### config.mk
export PLATFORM = sky130hd
export DESIGN_NAME = igrp_bank
export DESIGN_NICKNAME = d
export VERILOG_FILES = /design/src/rtl/igrp_pkg.sv /design/src/rtl/igrp_decode.sv /design/src/rtl/igrp_priv_bank.sv /design/src/rtl/igrp_shared_bank.sv /design/src/rtl/igrp_bank.sv
export SDC_FILE = /design/constraint.sdc
export NUM_CORES = 1
export LEC_CHECK = 0
export CORE_MARGIN = 8
export CORE_UTILIZATION = 26
export CTS_CLUSTER_SIZE = 16
export DETAILED_ROUTE_END_ITERATION = 6
export MAX_ROUTING_LAYER = met4
export PLACE_DENSITY = 0.55
export SLEW_MARGIN = 10
export SYNTH_ARGS = -nofsm -noshare
export SYNTH_HDL_FRONTEND = slang
export SYNTH_SLANG_ARGS = --single-unit
### constraint.sdc
create_clock -name clk -period 5.3 [get_ports clk]
set_clock_uncertainty 0.1 [all_clocks]
set_input_delay 1.06 -clock clk [delete_from_list [all_inputs] [get_ports clk]]
set_output_delay 1.06 -clock clk [all_outputs]
set_load 0.02 [all_outputs]
### src/rtl/igrp_pkg.sv
package igrp_pkg;
  localparam int unsigned PRIV_IRQS     = 32;
  localparam int unsigned IRQS_PER_BYTE = 8;
  localparam int unsigned PRIV_BYTES    = PRIV_IRQS / IRQS_PER_BYTE;
  localparam int unsigned GRP_BASE_OFF  = 'h80;
  localparam logic [3:0]  GRP_REV       = 4'd2;

  typedef struct packed {
    logic hit;   // permitted access to an implemented byte
    logic priv;  // byte belongs to the per-CPU range
    logic bad;   // access must be flagged as an error
  } igrp_dec_t;
endpackage

### src/rtl/igrp_decode.sv
module igrp_decode
  import igrp_pkg::*;
#(
  parameter int unsigned ADDR_W  = 12,
  parameter int unsigned NUM_IRQ = 64
) (
  input  logic [ADDR_W-1:0] addr,
  input  logic [3:0]        arch_rev,
  input  logic              sec_ext,
  input  logic              secure,
  output igrp_dec_t         dec,
  output logic [ADDR_W-1:0] byte_idx
);
  localparam int unsigned NUM_BYTES = NUM_IRQ / IRQS_PER_BYTE;

  logic has_groups;
  logic allowed;
  logic in_win;
  logic in_impl;

  always_comb begin
    has_groups = (arch_rev == GRP_REV) || sec_ext;
    allowed    = has_groups && !(sec_ext && !secure);
    in_win     = addr >= ADDR_W'(GRP_BASE_OFF);
    byte_idx   = addr - ADDR_W'(GRP_BASE_OFF);
    in_impl    = byte_idx < ADDR_W'(NUM_BYTES);
    dec.bad    = !in_win || (allowed && !in_impl);
    dec.hit    = in_win && allowed && in_impl;
    dec.priv   = byte_idx < ADDR_W'(PRIV_BYTES);
  end
endmodule

### src/rtl/igrp_priv_bank.sv
module igrp_priv_bank
  import igrp_pkg::*;
#(
  parameter int unsigned NUM_CPU = 4,
  parameter int unsigned CPU_W   = 2,
  parameter int unsigned SEL_W   = 2
) (
  input  logic                         clk,
  input  logic                         rst,
  input  logic                         wr_en,
  input  logic [SEL_W-1:0]             sel,
  input  logic [CPU_W-1:0]             cpu,
  input  logic [7:0]                   wdata,
  output logic [7:0]                   rdata,
  output logic [NUM_CPU*PRIV_IRQS-1:0] view
);
  logic [7:0] bank_q [NUM_CPU][PRIV_BYTES];

  for (genvar c = 0; c < NUM_CPU; c++) begin : g_cpu
    always_ff @(posedge clk) begin
      if (rst) begin
        for (int b = 0; b < PRIV_BYTES; b++) bank_q[c][b] <= '0;
      end else if (wr_en && (cpu == CPU_W'(c))) begin
        bank_q[c][sel] <= wdata;
      end
    end
    for (genvar b = 0; b < PRIV_BYTES; b++) begin : g_byte
      assign view[c*PRIV_IRQS + b*IRQS_PER_BYTE +: IRQS_PER_BYTE] = bank_q[c][b];
    end
  end

  always_comb begin
    rdata = '0;
    for (int c = 0; c < NUM_CPU; c++) begin
      if (cpu == CPU_W'(c)) rdata = bank_q[c][sel];
    end
  end
endmodule

### src/rtl/igrp_shared_bank.sv
module igrp_shared_bank #(
  parameter int unsigned NUM_BYTES = 4,
  parameter int unsigned IDX_W     = 2
) (
  input  logic                   clk,
  input  logic                   rst,
  input  logic                   wr_en,
  input  logic [IDX_W-1:0]       idx,
  input  logic [7:0]             wdata,
  output logic [7:0]             rdata,
  output logic [NUM_BYTES*8-1:0] view
);
  logic [7:0] mem_q [NUM_BYTES];

  always_ff @(posedge clk) begin
    if (rst) begin
      for (int b = 0; b < NUM_BYTES; b++) mem_q[b] <= '0;
    end else if (wr_en) begin
      mem_q[idx] <= wdata;
    end
  end

  assign rdata = mem_q[idx];

  for (genvar b = 0; b < NUM_BYTES; b++) begin : g_view
    assign view[b*8 +: 8] = mem_q[b];
  end
endmodule

### src/rtl/igrp_bank.sv
module igrp_bank
  import igrp_pkg::*;
#(
  parameter int unsigned NUM_CPU = 4,
  parameter int unsigned NUM_IRQ = 64,
  parameter int unsigned ADDR_W  = 12,
  localparam int unsigned CPU_W  = (NUM_CPU > 1) ? $clog2(NUM_CPU) : 1
) (
  input  logic                       clk,
  input  logic                       rst,
  input  logic [3:0]                 cfg_arch_rev,
  input  logic                       cfg_sec_ext,
  input  logic                       bus_rd,
  input  logic                       bus_wr,
  input  logic [ADDR_W-1:0]          bus_addr,
  input  logic [7:0]                 bus_wdata,
  input  logic                       bus_secure,
  input  logic [CPU_W-1:0]           bus_cpu,
  output logic [7:0]                 bus_rdata,
  output logic                       bus_err,
  output logic [NUM_CPU*NUM_IRQ-1:0] grp_view
);
  localparam int unsigned SEL_W         = $clog2(PRIV_BYTES);
  localparam int unsigned NUM_SHR_IRQ   = NUM_IRQ - PRIV_IRQS;
  localparam int unsigned NUM_SHR_BYTES = NUM_SHR_IRQ / IRQS_PER_BYTE;
  localparam int unsigned SHR_IDX_W     = (NUM_SHR_BYTES > 1) ? $clog2(NUM_SHR_BYTES) : 1;

  igrp_dec_t              dec;
  logic [ADDR_W-1:0]      byte_idx;
  logic                   wr_priv;
  logic [7:0]             rd_priv;
  logic [7:0]             rd_shr;
  logic [7:0]             rd_val;
  logic [NUM_CPU*PRIV_IRQS-1:0] priv_view;

  igrp_decode #(.ADDR_W(ADDR_W), .NUM_IRQ(NUM_IRQ)) dec_i (
    .addr     (bus_addr),
    .arch_rev (cfg_arch_rev),
    .sec_ext  (cfg_sec_ext),
    .secure   (bus_secure),
    .dec      (dec),
    .byte_idx (byte_idx)
  );

  assign wr_priv = bus_wr && dec.hit && dec.priv;

  igrp_priv_bank #(.NUM_CPU(NUM_CPU), .CPU_W(CPU_W), .SEL_W(SEL_W)) priv_i (
    .clk   (clk),
    .rst   (rst),
    .wr_en (wr_priv),
    .sel   (byte_idx[SEL_W-1:0]),
    .cpu   (bus_cpu),
    .wdata (bus_wdata),
    .rdata (rd_priv),
    .view  (priv_view)
  );

  if (NUM_SHR_BYTES > 0) begin : g_shr
    logic                      wr_shr;
    logic [ADDR_W-1:0]         shr_off;
    logic [NUM_SHR_IRQ-1:0]    shr_view;

    assign wr_shr  = bus_wr && dec.hit && !dec.priv;
    assign shr_off = byte_idx - ADDR_W'(PRIV_BYTES);

    igrp_shared_bank #(.NUM_BYTES(NUM_SHR_BYTES), .IDX_W(SHR_IDX_W)) shr_i (
      .clk   (clk),
      .rst   (rst),
      .wr_en (wr_shr),
      .idx   (shr_off[SHR_IDX_W-1:0]),
      .wdata (bus_wdata),
      .rdata (rd_shr),
      .view  (shr_view)
    );

    for (genvar c = 0; c < NUM_CPU; c++) begin : g_cview
      assign grp_view[c*NUM_IRQ + PRIV_IRQS +: NUM_SHR_IRQ] = shr_view;
    end
  end else begin : g_noshr
    assign rd_shr = '0;
  end

  for (genvar c = 0; c < NUM_CPU; c++) begin : g_pview
    assign grp_view[c*NUM_IRQ +: PRIV_IRQS] = priv_view[c*PRIV_IRQS +: PRIV_IRQS];
  end

  always_comb begin
    if (!dec.hit)     rd_val = '0;
    else if (dec.priv) rd_val = rd_priv;
    else               rd_val = rd_shr;
  end

  always_ff @(posedge clk) begin
    if (rst) begin
      bus_rdata <= '0;
      bus_err   <= 1'b0;
    end else begin
      bus_rdata <= bus_rd ? rd_val : 8'h00;
      bus_err   <= (bus_rd || bus_wr) && dec.bad;
    end
  end
endmodule

==> impl_summary.log, run 1 <==
[metrics] HPWL after DPL: 27.74 mm
[metrics] H-tree levels: 4
[metrics] critical register-to-register path endpoint: bus_rdata[1]
[metrics] iteration-0 DRC count of the detailed router: 850
[metrics] layout cells sized above 1: 0.1369
[metrics] net switching power: 0.0009860 W
[metrics] worst stage delay on the critical path: 0.83 ns
[metrics] depth of the worst hold-timing path: 3
[metrics] Post-CTS Repair Setup Buffers: 0
[metrics] Max-cap violations: 0
[metrics] Power Density: 289.2 nW/µm²
[metrics] category of the most critical setup path: in -> reg
[metrics] per-instance average area after synthesis: 12.92 µm²
[metrics] Worst Hold End: bus_rdata[2]
[metrics] Tcrit/Tclk final: 0.7504
[metrics] reg2reg path depth: 4
[metrics] Yosys warning count: 0
[metrics] post-route setup TNS: 0 ns
[metrics] top achievable clock speed: 251.4 MHz
[metrics] number of different library cells in the post-synthesis netlist: 34
[metrics] largest net degree at the start of global routing: 64
[metrics] Worst-Skew Late Latency: 0.44 ns
[metrics] number of buffer cells added on primary ports: 296
[metrics] slowest stage cell on the critical path: sky130_fd_sc_hd__or4b_4
[metrics] most frequent standard cell in the layout excluding fill and tap cells: sky130_fd_sc_hd__clkdlybuf4s50_1
[metrics] global-route wire length before repair: 49.28 mm
[metrics] fin util: 0.3649
[metrics] Final nets: 891
[metrics] number of buffers inserted by hold repair at cts: 0
[metrics] net count after synthesis: 702
[metrics] RSZ-0062 raised after global routing: no
[metrics] maximum root-to-sink buffer count: 2
[metrics] R2R setup slack: 3.42 ns
[metrics] Via-to-Cell Ratio: 4.982
[metrics] Startpoint Class: input pin
[metrics] relative area change from synthesis to final layout: 37.85%
[metrics] antenna violations before repair: 1
[metrics] worst hold path class: reg -> reg
[metrics] die outline area: 39,290 µm²
[metrics] placer's final routability congestion estimate: 0.8315
[metrics] clock root buffer: sky130_fd_sc_hd__clkbuf_16
[metrics] Vert. Die Dim: 198.2 µm
[metrics] cell leakage power: 3.730 nW
[metrics] Critical R2R Launch: priv_i.bank_q[0][33]
[metrics] post-route ant nets: 0
[metrics] cells traversed along the worst timing path: clkdlybuf4s50_1 > inv_1 > ha_1 > xor2_1 > o22a_1 > or4b_4 > o31ai_1 > buf_4
[metrics] relative contribution of sequential cells to total power: 0.463
[metrics] DRC: 0
[metrics] number of max-slew violations in the final report: 0
[metrics] relative contribution of the clock network to total power: 0.361
[metrics] first-pass iteration count of the detailed router: 6
[metrics] standard cell core area: 32,620 µm²
[metrics] actual transition at the worst max-transition pin: 0.9172 ns
[metrics] Post-Syn Area: 8633 µm²
[metrics] hold wc startpoint: g_shr.shr_i.mem_q[0][2]
[metrics] data arrival time at the worst-slack endpoint: 4.03 ns
[metrics] number of ports placed on the die boundary: 297
[metrics] minimum clock period: 3.977 ns
[metrics] clock tree from TritonCTS: yes
[metrics] cts repair resizes: 0
[metrics] relative max-transition margin: 0.3885
[metrics] setup violators final: 0
[metrics] most frequent cells in the layout: sky130_fd_sc_hd__clkdlybuf4s50_1, sky130_fd_sc_hd__edfxtp_1, sky130_fd_sc_hd__nor3_1
[metrics] Die X: 198.2 µm
[metrics] overall fraction of global-route tracks in use: 0.1830
[metrics] Logic pwr share: 0.175
[metrics] via count of the first global-routing pass: 6,467
[metrics] internal portion of total power: 0.002455 W
[metrics] maximum net fanout on the critical path: 63
[metrics] number of CTS-inserted buffers: 17
[metrics] number of failing hold endpoints at the final stage: 0
[metrics] clock slew seen by the registers of the worst setup and hold paths: 0.07 ns
[metrics] Starting Density: 0.2647
[metrics] kind of end point of the critical path: flop
[metrics] number of synthesized register bits: 169
[metrics] post-detailed-routing wire length: 36.26 mm
[metrics] maximum VDD drop: 0.0002162 V
[metrics] average wire length per cell after detail routing: 27.63 µm
[metrics] Required @ worst endpoint: 5.35 ns
[metrics] post-synthesis cell count: 668
[metrics] proportion of total power due to net switching: 0.2865
[metrics] remaining global-route overflow: 0
[metrics] sinks on the clock net: 169
[metrics] result of the run: finished clean
[metrics] sequential cell area fraction in the yosys report: 0.5774
[metrics] site row count: 66
[metrics] via count: 6,536
## worst max-delay path by stage
stage,from,to,depth (start not counted)
finish,bus_addr[7],priv_i.bank_q[1][42],8
global route,bus_addr[7],priv_i.bank_q[1][44],8
CTS,bus_addr[7],priv_i.bank_q[1][42],8
detailed placement,bus_addr[7],priv_i.bank_q[1][43],8
global placement,bus_addr[7],priv_i.bank_q[0][14],8
floorplan,bus_addr[7],priv_i.bank_q[1][40],6
## power groups by stage
stage	sequential, W	combinational, W	clock (W)
after floorplan	0.00167	0.000258	0
after global placement	0.00163	0.000603	0
after detailed placement	0.00163	0.000606	0
after CTS	0.00160	0.000607	0.00125
after global routing	0.00160	0.000627	0.00130
final	0.00159	0.000604	0.00124
## kinds of logic (layout without fill, tap and decap cells)
| family | Yosys count | count (layout) | synth area share |
|---|---|---|---|
| compound gates | 46 | 46 | 0.03971 |
| xor+xnor | 1 | 1 | 0.001015 |
| fa+ha+maj | 2 | 2 | 0.002898 |
| buf+inv | 156 | 357 | 0.1203 |
| flops | 169 | 169 | 0.5774 |
| mux | 49 | 49 | 0.1148 |
| other cells | 0 | 1 | 0 |
| simple gates | 245 | 245 | 0.1439 |
## layer usage
layer | GRT usage | up-vias | wire [µm]
li1 | - | 2788 | -
met1 | 0.2258 | 3256 | 14190
met2 | 0.3008 | 441 | 17550
met3 | 0.03701 | 51 | 3576
met4 | 0.05337 | 0 | 937
met5 | - | - | 0
## worst max-delay path, delay by kind of cell
kind / cells / cell delay, ns
XOR/XNOR: 1 / 0.14
adder cells (fa/ha/maj): 1 / 0.21
AND/OR/NAND/NOR: 1 / 0.83
AO/OA/AOI/OAI: 2 / 0.91
buffers and inverters: 3 / 0.85
## stage by stage
step           worst slack, ns  hold slack (ns)  instances  area, µm²  power, W
6_report                 1.323           0.8416       1312      11900  0.003441
5_1_grt                  1.172           0.9499       1312      11900  0.003532
4_1_cts                  1.339           0.8718       1311      11900  0.003451
3_5_place_dp            0.8624           0.8548       1280      11320  0.002231
3_3_place_gp            0.9761           0.8523       1280      11320  0.002229
2_1_floorplan            1.632           0.8550        668       8633  0.001927
## cells in the mapped netlist
| cell | count | area share |
|---|---|---|
| sky130_fd_sc_hd__edfxtp_1 | 160 | 0.56 |
| sky130_fd_sc_hd__nor3_1 | 118 | 0.068 |
| sky130_fd_sc_hd__buf_4 | 96 | 0.083 |
| sky130_fd_sc_hd__nand2_1 | 53 | 0.023 |
| sky130_fd_sc_hd__mux4_2 | 40 | 0.10 |
| sky130_fd_sc_hd__clkbuf_1 | 35 | 0.015 |
| sky130_fd_sc_hd__nor2_1 | 27 | 0.012 |
| sky130_fd_sc_hd__nor2b_1 | 20 | 0.014 |
| sky130_fd_sc_hd__nor3_2 | 12 | 0.014 |
| sky130_fd_sc_hd__o31ai_1 | 12 | 0.010 |
| sky130_fd_sc_hd__buf_6 | 11 | 0.014 |
| sky130_fd_sc_hd__dfxtp_1 | 9 | 0.021 |
| sky130_fd_sc_hd__mux2i_1 | 9 | 0.010 |
| sky130_fd_sc_hd__a211o_1 | 8 | 0.0081 |
| sky130_fd_sc_hd__a21boi_0 | 8 | 0.0070 |
| sky130_fd_sc_hd__buf_2 | 8 | 0.0046 |
| sky130_fd_sc_hd__o22ai_1 | 8 | 0.0058 |
| sky130_fd_sc_hd__a31o_2 | 4 | 0.0041 |
| sky130_fd_sc_hd__o21ai_1 | 4 | 0.0023 |
| sky130_fd_sc_hd__buf_1 | 3 | 0.0013 |
| sky130_fd_sc_hd__inv_1 | 3 | 0.0013 |
| sky130_fd_sc_hd__nand2b_1 | 3 | 0.0022 |
| sky130_fd_sc_hd__and2_1 | 2 | 0.0014 |
| sky130_fd_sc_hd__ha_1 | 2 | 0.0029 |
| sky130_fd_sc_hd__nand4b_1 | 2 | 0.0020 |
| sky130_fd_sc_hd__nor4_1 | 2 | 0.0014 |
| sky130_fd_sc_hd__or2_2 | 2 | 0.0014 |
| sky130_fd_sc_hd__a2111oi_0 | 1 | 0.0010 |
| sky130_fd_sc_hd__nor4b_1 | 1 | 0.0010 |
| sky130_fd_sc_hd__o22a_1 | 1 | 0.0010 |
| sky130_fd_sc_hd__or3_1 | 1 | 0.00073 |
| sky130_fd_sc_hd__or4_1 | 1 | 0.00087 |
| sky130_fd_sc_hd__or4b_1 | 1 | 0.0012 |
| sky130_fd_sc_hd__xor2_1 | 1 | 0.0010 |
## layout make-up
class / instances / area [µm²]
diodes: 1 / 2.502
well taps: 442 / 553.0
clock inverters: 14 / 155.1
clock buffers: 17 / 425.4
fillers: 3160 / 20720
repair buffers: 323 / 3156
inverters: 3 / 11.26
multi-input cells: 343 / 2614
flip-flops and latches: 169 / 4985
## flip-flops by register name, indices dropped and copies added (netlist names)
register,cells
priv_i.bank_q,128
g_shr.shr_i.mem_q,32
bus_rdata,8
bus_err,1
Note: power is estimated with default switching activity, not from simulation.
==> run 2, diff against run 1 <==
PLACE_DENSITY = 0.57   (was 0.55)
clock period = 3.3 ns   (was 5.3 ns; I/O delays follow)
==> impl_summary.log, run 2 (synthesized netlist as in run 1, its figures left out) <==
[metrics] HPWL after DPL: 28.17 mm
[metrics] Max-cap violations: 0
[metrics] Power Density: 445.0 nW/µm²
[metrics] hold wc startpoint: bus_rd
[metrics] most frequent cells in the layout: sky130_fd_sc_hd__clkdlybuf4s50_1, sky130_fd_sc_hd__edfxtp_1, sky130_fd_sc_hd__nor3_1
[metrics] placer's final routability congestion estimate: 0.8990
[metrics] register with the most flip-flops: priv_i.bank_q
[metrics] relative max-transition margin: 0.6139
[metrics] flip-flop count of the largest register after layout: 128
[metrics] maximum VDD drop: 0.0003501 V
[metrics] maximum net fanout on the critical path: 30
[metrics] minimum setup slack after placement: -0.1507 ns
[metrics] minimum clock period: 2.996 ns
[metrics] Required @ worst endpoint: 3.36 ns
[metrics] post-route setup TNS: 0 ns
[metrics] area of combinational cells with multiple inputs: 2614 µm²
[metrics] fin util: 0.3802
[metrics] total power draw: 0.005519 W
[metrics] result of the run: finished clean
[metrics] site row count: 66
[metrics] number of buffer cells added on primary ports: 296
[metrics] busiest layer in global routing: met2
[metrics] RSZ-0062 raised after global routing: no
[metrics] Antenna diodes: 0
[metrics] largest net degree at the start of global routing: 49
[metrics] clock slew seen by the registers of the worst setup and hold paths: 0.07 ns
[metrics] iteration-0 DRC count of the detailed router: 714
[metrics] kind of end point of the critical path: flop
[metrics] top achievable clock speed: 333.7 MHz
[metrics] via count: 6,830
[metrics] relative area change from synthesis to final layout: 43.64%
[metrics] Startpoint Class: input pin
[metrics] clock tree from TritonCTS: yes
[metrics] cts repair resizes: 0
[metrics] standard cell core area: 32,620 µm²
[metrics] clock root buffer: sky130_fd_sc_hd__clkbuf_16
[metrics] launching instance or port of the critical path: bus_addr[7]
[metrics] Via-to-Cell Ratio: 4.971
[metrics] largest registers ranked by flip-flop count: priv_i.bank_q x128, g_shr.shr_i.mem_q x32, bus_rdata x8
[metrics] Worst-Skew Late Latency: 0.44 ns
[metrics] remaining global-route overflow: 0
[metrics] H-tree levels: 4
[metrics] post-detailed-routing wire length: 35.94 mm
[metrics] met1 routing resource usage after global routing: 0.2196
[metrics] number of max-slew violations in the final report: 0
[metrics] via count of the first global-routing pass: 6,770
[metrics] number of failing hold endpoints at the final stage: 0
[metrics] number of buffers inserted by hold repair at cts: 0
[metrics] worst hold path class: in -> reg
[metrics] cell leakage power: 4.028 nW
[metrics] Fillers: 3,169
[metrics] sinks on the clock net: 169
[metrics] DRC: 0
[metrics] Final nets: 953
[metrics] average wire length per cell after detail routing: 26.16 µm
[metrics] post-route ant nets: 0
[metrics] Register Area: 4985 µm²
[metrics] maximum root-to-sink buffer count: 2
[metrics] final worst slack: 0.3037 ns
[metrics] category of the most critical setup path: in -> reg
[metrics] Critical R2R Launch: priv_i.bank_q[0][52]
[metrics] most frequent standard cell in the layout excluding fill and tap cells: sky130_fd_sc_hd__clkdlybuf4s50_1
[metrics] data arrival time at the worst-slack endpoint: 3.05 ns
[metrics] actual transition at the worst max-transition pin: 0.5779 ns
[metrics] setup violators final: 0
[metrics] overall fraction of global-route tracks in use: 0.1807
[metrics] Tcrit/Tclk final: 0.9080
[metrics] global-route wire length before repair: 48.83 mm
[metrics] Vert. Die Dim: 198.2 µm
[metrics] Starting Density: 0.2647
[metrics] first-pass iteration count of the detailed router: 6
[metrics] number of ports placed on the die boundary: 297
[metrics] global-route track usage on met3: 0.04194
[metrics] Post-CTS Repair Setup Buffers: 0
[metrics] die outline area: 39,290 µm²
[metrics] Die X: 198.2 µm
[metrics] number of CTS-inserted buffers: 17
[metrics] antenna violations before repair: 0
[metrics] layout cells sized above 1: 0.1931
[metrics] met2 track demand over resource in global routing: 0.2870
-- run 2: cell count changes in the layout (fill, tap and decap cells not counted) --
cell,delta
sky130_fd_sc_hd__buf_4,+58
sky130_fd_sc_hd__clkinv_1,+1
sky130_fd_sc_hd__buf_12,+4
sky130_fd_sc_hd__clkinv_8,-1
sky130_fd_sc_hd__clkinv_4,+2
sky130_fd_sc_hd__clkbuf_1,+1
sky130_fd_sc_hd__diode_2,-1
sky130_fd_sc_hd__inv_8,-2
-- run 2: worst max-delay path, stage by stage --
cell	delay [ns]
sky130_fd_sc_hd__clkdlybuf4s50_1	0.49
sky130_fd_sc_hd__inv_1	0.05
sky130_fd_sc_hd__ha_1	0.21
sky130_fd_sc_hd__xor2_1	0.14
sky130_fd_sc_hd__o22a_1	0.23
sky130_fd_sc_hd__or4b_4	0.51
sky130_fd_sc_hd__buf_12	0.18
sky130_fd_sc_hd__o31ai_1	0.33
sky130_fd_sc_hd__buf_4	0.21
-- run 2: per-stage QoR --
stage,hold slack (ns),instance area [µm²],cells
after floorplan,0.7254,8633,668
after global placement,0.8158,11830,1342
after detailed placement,0.8188,11830,1342
after CTS,0.7741,12400,1374
after global routing,0.8190,12400,1374
final,0.7877,12400,1374
-- run 2: power breakdown --
group / internal (W) / total, W / switching, W
registers: 0.00245 / 0.00256 / 0.000114
logic: 0.000468 / 0.00102 / 0.000550
clock network: 0.00106 / 0.00194 / 0.000886
-- run 2: final cells by class --
type,instances,area share
repair buffers,385,0.2960
inverters,3,0.0009081
well taps,442,0.04460
flip-flops and latches,169,0.4020
multi-input cells,343,0.2108
clock buffers,18,0.03461
clock inverters,14,0.01110
-- run 2: final timing paths --
check / endpoint / slack, ns / cells past startpoint
worst max-delay path: priv_i.bank_q[0][22] / 0.30 / 9
worst min-delay path: bus_err / 0.79 / 3
worst max register to register: bus_rdata[4] / 1.37 / 4
worst min register to register: bus_rdata[5] / 0.80 / 3
-- run 2: per-layer routing --
metal / vias up / part of all wire
met5: - / 0
met4: 0 / 0.034
met3: 65 / 0.11
met2: 471 / 0.47
met1: 3382 / 0.39
li1: 2912 / -
